===== src/rtl/sdram_rd_pipe.sv =====
module sdram_rd_pipe #(
  parameter int DW        = 16,
  parameter int BANK_W    = 2,
  parameter int MAX_BURST = 8
) (
  input  logic              clk,
  input  logic              rst_n,
  input  logic              rd_go,
  input  logic [BANK_W-1:0] rd_bank,
  input  logic              rd_autopc,
  input  logic [1:0]        burst_code,
  input  logic [1:0]        lat_code,
  input  logic [DW-1:0]     core_dq,
  input  logic              mask_in,
  input  logic              stop_req,
  input  logic              pc_req,
  input  logic [BANK_W-1:0] pc_bank,
  output logic [DW-1:0]     dq_out,
  output logic              dq_oe,
  output logic              beat_valid
);
  localparam int CNT_W = $clog2(MAX_BURST);
  localparam int NSTG  = 3;

  logic [CNT_W-1:0]  left_q;
  logic [BANK_W-1:0] bank_q;
  logic              apc_q;
  logic [1:0]        lat_q;
  logic [1:0]        msk_q;
  logic [NSTG-1:0]   sv;
  logic [DW-1:0]     sd [NSTG];

  logic              lat_ok, accept, cut, slot;
  logic [CNT_W-1:0]  beats_m1;
  logic [1:0]        sel;

  assign lat_ok   = (lat_code == 2'd2) || (lat_code == 2'd3);
  assign accept   = rd_go && lat_ok;
  assign cut      = stop_req || (pc_req && (pc_bank == bank_q) && !apc_q);
  assign slot     = accept || ((left_q != '0) && !cut);
  assign beats_m1 = CNT_W'((4'd1 << burst_code) - 4'd1);
  assign sel      = lat_q - 2'd1;

  always_ff @(posedge clk or negedge rst_n) begin
    if (!rst_n) begin
      left_q <= '0;
      bank_q <= '0;
      apc_q  <= 1'b0;
      lat_q  <= 2'd2;
    end else if (accept) begin
      left_q <= beats_m1;
      bank_q <= rd_bank;
      apc_q  <= rd_autopc;
      lat_q  <= lat_code;
    end else if (cut) begin
      left_q <= '0;
    end else if (left_q != '0) begin
      left_q <= left_q - 1'b1;
    end
  end

  always_ff @(posedge clk or negedge rst_n) begin
    if (!rst_n) begin
      msk_q <= '0;
      sv[0] <= 1'b0;
      sd[0] <= '0;
    end else begin
      msk_q <= {msk_q[0], mask_in};
      sv[0] <= slot;
      sd[0] <= core_dq;
    end
  end

  for (genvar i = 1; i < NSTG; i++) begin : g_stage
    always_ff @(posedge clk or negedge rst_n) begin
      if (!rst_n) begin
        sv[i] <= 1'b0;
        sd[i] <= '0;
      end else begin
        sv[i] <= sv[i-1];
        sd[i] <= sd[i-1];
      end
    end
  end

  assign beat_valid = sv[sel];
  assign dq_oe      = beat_valid && !msk_q[1];
  assign dq_out     = dq_oe ? sd[sel] : '0;
endmodule


===== config.mk =====
export PLATFORM = sky130hd
export DESIGN_NAME = sdram_rd_pipe
export DESIGN_NICKNAME = d
export VERILOG_FILES = /design/src/rtl/sdram_rd_pipe.sv
export SDC_FILE = /design/constraint.sdc
export NUM_CORES = 1
export LEC_CHECK = 0
export ABC_AREA = 1
export CORE_UTILIZATION = 35
export CTS_BUF_LIST = sky130_fd_sc_hd__clkbuf_8
export CTS_CLUSTER_DIAMETER = 200
export CTS_CLUSTER_SIZE = 14
export DETAILED_ROUTE_END_ITERATION = 6
export DONT_BUFFER_PORTS = 1
export PLACE_DENSITY_LB_ADDON = 0.1
export SLEW_MARGIN = 10
export SYNTH_ARGS = -nofsm -noshare
export SYNTH_HDL_FRONTEND = slang
export SYNTH_SLANG_ARGS = --single-unit

===== constraint.sdc =====
create_clock -name clk -period 2 [get_ports clk]
set_clock_uncertainty 0.15 [all_clocks]
set_input_delay 0 -clock clk [delete_from_list [all_inputs] [get_ports clk]]
set_output_delay 0 -clock clk [all_outputs]
set_load 0.01 [all_outputs]

==> metrics.yaml, run 1 <==
worstPathArrival_ns: 2.00
ys_warn_count: 0
grt_overflow: 0
ioPinCount: 49
dp_hpwl_um: 2741
layout_min_cycle_time_ns: 1.931
power_density_nw_per_um2: 995.9
worst_pin_slew_ns: 0.3438
core-area_um2: 6026
cts_max_level: 3
preCtsSetupSlack_ns: 0.2641
grt_max_degree: 62
final_cell_area_um2: 2974
fmax_mhz: 518.0
nets: 266
portBuffers: 0
ys_seq_area_frac: 0.6833
tns_ns: 0
cts_made_buffers: 9
cts_tree: "done"
final_util: 0.4936
globalRouteTotalUtil: 0.1598
synth_area_um2: 2236
antenna_found_initial: 0
finalPower_mw: 2.962
first_pass_iters: 4
crit_path_end: "left_q[2]"
critPathMaxFanout: 3
maxCapViolCount: 0
hold_viol: 0
cp-start-kind: "flip-flop"
avgRoutedWirePerCell_um: 15.22
drv_slew: 0
syn_to_final_growth_pct: 33.02
grt_pass1_vias: 1571
die_w_um: 81.93
synth-seq-cells: 61
die_h_um: 81.93
grt_pass1_wl_um: 7645
vias_per_cell: 4.869
drc_errors: 0
clock_path_buffers: 2
layout-drive-gt1-share: 0.2269
reg2reg_depth: 8
synthCells: 183
initial_core_util: 0.3711
setup-violations-final: 0
ys_types: 26
regToRegSetupSlack_ns: 0.07
fin_crit_sh: 0.9653
rsz0062_at_grt: "true"
p_leak_nw: 1.363
dr.first_iter.drc_count: 79
status: "complete, no violations"
vias: 1524
clkTransAtPathRegs_ns: 0.08
drtAntennaViolNets: 0
critPathKind: "reg -> reg"
antenna_cells: 0
place_area_um2: 2323
hp-class: "in -> async"
r2r-start: "left_q[0]"
fill_cells: 558
syn_nets: 216
num_rows: 28
clk_latency_ns: 0.34
die-area_um2: 6712
cts.sinks: 61
gp_congestion: 0.6936
irDropWorstVdd_mv: 0.6096
timing.final.ws_setup_ns: 0.06948
crit_start: "left_q[0]"
clock-root-buffer: "clkbuf_8"
r2r_end: "left_q[2]"
crit_required_ns: 2.07
wl_um: 4764
cp-end-kind: "flip-flop"
slew_headroom: 0.7708
syn_area_per_cell_um2: 12.22
## how the worst min path moves through the flow
stage / slack [ns] / to / from
after floorplan: -0.45 / apc_q / rst_n
after global placement: -0.44 / bank_q[1] / rst_n
after detailed placement: -0.44 / sd[22] / rst_n
after CTS: 0.04 / sd[36] / core_dq[4]
after global routing: 0.03 / sd[43] / core_dq[11]
final: 0.06 / sd[20] / rst_n
## cells by family (layout without fill, tap and decap cells)
group / after synthesis / after routing / share of synthesized area
compound gates: 36 / 36 / 0.1136
xor+xnor: 1 / 1 / 0.003918
fa+ha+maj: 2 / 2 / 0.01119
buf+inv: 26 / 81 / 0.05652
flops: 61 / 61 / 0.6833
simple gates: 57 / 57 / 0.1315
## final cells by class
class	count	area, um^2	area share
inverter	19	75.07	0.02524
timing repair buffer	46	465.4	0.1565
clock buffer	10	137.6	0.04628
clock inverter	6	70.07	0.02356
tap	75	93.84	0.03155
sequential	61	1529	0.5141
multi-input combinational	96	603.1	0.2028
## stage by stage
| step | instances | hold WS, ns |
|---|---|---|
| after floorplan | 183 | -0.4456 |
| after global placement | 257 | -0.4442 |
| after detailed placement | 257 | -0.4434 |
| after CTS | 311 | 0.03815 |
| after global routing | 313 | 0.03415 |
| final | 313 | 0.05726 |
## cells in the mapped netlist
cell type | instances | area (um^2)
nand2_4 | 1 | 11.26
nor2_8 | 2 | 40.04
o21ai_0 | 1 | 5.000
clkinv_2 | 1 | 5.000
inv_2 | 5 | 18.77
a21oi_1 | 9 | 45.04
nand3_1 | 16 | 80.08
clkbuf_1 | 2 | 7.510
a21oi_2 | 6 | 52.55
a221oi_1 | 3 | 26.28
nand2_1 | 24 | 90.09
dfstp_2 | 1 | 26.28
nor2_1 | 6 | 22.52
ha_1 | 2 | 25.02
buf_2 | 2 | 10.01
o21ai_1 | 3 | 15.01
inv_4 | 1 | 6.260
inv_1 | 12 | 45.04
nand4_1 | 4 | 25.02
a22oi_2 | 1 | 12.51
nor2_2 | 3 | 18.77
a22oi_1 | 13 | 97.59
dfrtp_1 | 60 | 1501
nand2_2 | 1 | 6.260
xor2_1 | 1 | 8.760
buf_6 | 3 | 33.78
## worst max-delay path: stages (launching register included)
cell and delay [ns]:
dfrtp_1 0.38, inv_1 0.11, ha_1 0.16, inv_1 0.05, nor2_2 0.11, nand4_1 0.18, inv_2 0.10, a21oi_1 0.04
dlygate4sd3_1 0.55
## power by group
| part | total [mW] | internal (mW) | switching [mW] |
|---|---|---|---|
| sequential | 1.39 | 1.33 | 0.0591 |
| combinational | 0.459 | 0.199 | 0.260 |
| clock | 1.12 | 0.619 | 0.497 |
## layer usage
| layer | track usage | wire length [um] |
|---|---|---|
| met2 | 0.2496 | 2286 |
| met3 | 0.07667 | 319 |
| met1 | 0.1887 | 2078 |
| met4 | 0.06316 | 79 |
| met5 | 0 | 0 |
## repair_timing
item,4_1_cts,5_1_grt
resized for setup,1,5
buffers inserted,2,2
pin swaps,0,2
hold buffers,36,0
endpoints found under the hold margin,87,0
endpoints found under the setup margin,15,10
## cells in the final DEF (no fill, tap or decap)
cell type	Yosys	layout
o21ai_1	3	3
a221oi_1	3	3
nand3_1	16	16
a22oi_1	13	13
inv_4	1	1
clkinv_4	0	2
inv_2	5	5
inv_1	12	12
nor2_1	6	5
dfstp_2	1	1
nor2_2	3	4
bufinv_16	0	1
nor2_8	2	2
inv_6	0	2
a21oi_2	6	8
a21oi_1	9	7
buf_12	0	1
nand2_8	0	1
ha_1	2	2
clkbuf_8	0	10
nand4_1	4	4
nand2_2	1	2
a22oi_2	1	1
o21ai_0	1	1
dlygate4sd3_1	0	35
nand2_1	24	23
xor2_1	1	1
dfrtp_1	60	59
clkinv_2	1	2
dfrtp_2	0	1
buf_16	0	1
buf_4	0	9
## registers in the layout, summed over array words and instances (netlist names)
register  flops
bank_q        2
lat_q         2
sd           48
left_q        3
sv            3
msk_q         2
apc_q         1
Note: power is estimated with default switching activity, not from simulation.
==> inputs of run 2 (changes only) <==
--- a/constraint.sdc
+++ b/constraint.sdc
@@ -4,2 +4,2 @@
 set_output_delay 0 -clock clk [all_outputs]
-set_load 0.01 [all_outputs]
+set_load 0.02 [all_outputs]
==> metrics.yaml, run 2 (synthesis results as in run 1) <==
final_cell_area_um2: 3035
ioPinCount: 49
wl_um: 4873
drtAntennaViolNets: 0
avgRoutedWirePerCell_um: 15.09
tns_ns: 0
antenna_found_initial: 0
crit_path_top_delay_cell: "dlygate4sd3_1"
die_w_um: 81.93
grt_pass1_vias: 1608
cp-start-kind: "flip-flop"
grt_pass1_wl_um: 7714
hp-class: "in -> reg"
clk_latency_ns: 0.34
drv_slew: 0
initial_core_util: 0.3711
dp_hpwl_um: 2822
hp-start: "mask_in"
r2r_end: "left_q[2]"
holdPathStages: 1
layout-drive-gt1-share: 0.2581
core-area_um2: 6026
portBuffers: 0
regToRegSetupSlack_ns: 0.05
slew_headroom: 0.7907
multi_input_area_um2: 624.3
irDropWorstVdd_mv: 0.5759
vias_per_cell: 4.808
clock-root-buffer: "clkbuf_8"
gp_congestion: 0.7241
grt_overflow: 0
worstPathArrival_ns: 2.03
fill_cells: 553
clock_path_buffers: 2
regMostFlops: "sd"
setup-violations-final: 0
max_stage_delay_ns: 0.56
cp-end-kind: "flip-flop"
p_leak_nw: 1.387
final_common_cell: "dfrtp_1"
cts_max_level: 3
critPathMaxFanout: 3
largest_register_ffs: 48
path_cells: "inv_1 > ha_1 > inv_1 > nor2_2 > nand4_1 > inv_2 > a21oi_1 > dlygate4sd3_1"
critPathKind: "reg -> reg"
fmax_mhz: 511.9
die-area_um2: 6712
globalRouteTotalUtil: 0.1647
min_to: "msk_q[0]"
hold_viol: 0
cts_made_buffers: 9
vias: 1553
clkTransAtPathRegs_ns: 0.07
reg2reg_depth: 8
crit_required_ns: 2.07
maxCapViolCount: 0
cts_tree: "done"
crit_top_cell: "inv_1"
final_cell_mix: "59 x dfrtp_1, 36 x dlygate4sd3_1, 24 x nand2_1, 16 x nand3_1, 16 x buf_4"
rsz0062_at_grt: "true"
first_pass_iters: 4
cts.sinks: 61
antenna_cells: 0
num_rows: 28
power_density_nw_per_um2: 945.9
dr.first_iter.drc_count: 71
syn_to_final_growth_pct: 35.76
fin_crit_sh: 0.9768
reg_top3: "sd x48, left_q x3, sv x3"
grt_max_degree: 62
place_area_um2: 2384
regArea_um2: 1529
r2r-start: "left_q[0]"
worst_pin_slew_ns: 0.3141
status: "complete, no violations"
nets: 276
layout_min_cycle_time_ns: 1.954
die_h_um: 81.93
drc_errors: 0
## run 2: worst max-delay path by stage
stage                       endpoint      start  slack [ns]
after floorplan            dq_out[0]   lat_q[1]        0.36
after global placement    dq_out[15]   lat_q[1]        0.32
after detailed placement  dq_out[15]   lat_q[1]        0.29
after CTS                 dq_out[15]   lat_q[1]        0.02
after global routing       left_q[2]  left_q[0]       -0.02
final                      left_q[2]  left_q[0]        0.05
## run 2: per-layer routing
metal	part of all wire	GRT usage	up-vias	routed length (um)
li1	-	-	734	-
met1	0.43	0.1913	767	2101
met2	0.49	0.2603	44	2382
met3	0.066	0.08444	8	324
met4	0.013	0.05789	0	65
met5	0	0	-	0
## run 2: report_power, final
| part | leakage, nW | switching, mW | total [mW] | internal [mW] |
|---|---|---|---|---|
| Sequential | 0.715 | 0.0571 | 1.38 | 1.33 |
| Combinational | 0.595 | 0.308 | 0.536 | 0.229 |
| Clock | 0.0774 | 0.502 | 0.951 | 0.449 |
| Total | 1.39 | 0.867 | 2.87 | 2.00 |
## run 2: repair_timing
| item | CTS | global route |
|---|---|---|
| endpoints found under the setup margin | 16 | 17 |
| cloned | 0 | 1 |
| buffers inserted | 2 | 2 |
| hold buffers | 37 | 0 |
| hold endpoints to repair | 87 | 0 |
| pin swaps | 0 | 2 |
| gates resized for setup | 3 | 9 |
## run 2: area by class of cell
cell class | instances | area share
well taps | 75 | 0.03092
clock buffers | 9 | 0.04081
multi-input cells | 97 | 0.2057
flip-flops and latches | 61 | 0.5037
repair buffers | 55 | 0.1760
clock inverters | 7 | 0.01731
inverters | 19 | 0.02556
## run 2: worst max-delay path: cells and delay by family (launching register included)
| family | cells | cell delay, ns |
|---|---|---|
| AO/OA/AOI/OAI | 1 | 0.05 |
| adder cells (fa/ha/maj) | 1 | 0.16 |
| buffers and inverters | 4 | 0.81 |
| flip-flops | 1 | 0.38 |
| AND/OR/NAND/NOR | 2 | 0.29 |
## run 2: metrics by stage
step	hold slack (ns)	std cells	setup slack, ns	power (mW)	utilization
after global routing	0.03264	323	-0.02161	3.039	0.5037
after floorplan	-0.4456	183	0.3557	1.678	-
after CTS	0.0007088	320	0.02045	2.873	0.4940
after detailed placement	-0.4430	265	0.2940	1.778	0.3956
final	0.05654	323	0.04634	2.871	0.5037
after global placement	-0.4439	265	0.3202	1.763	0.3956
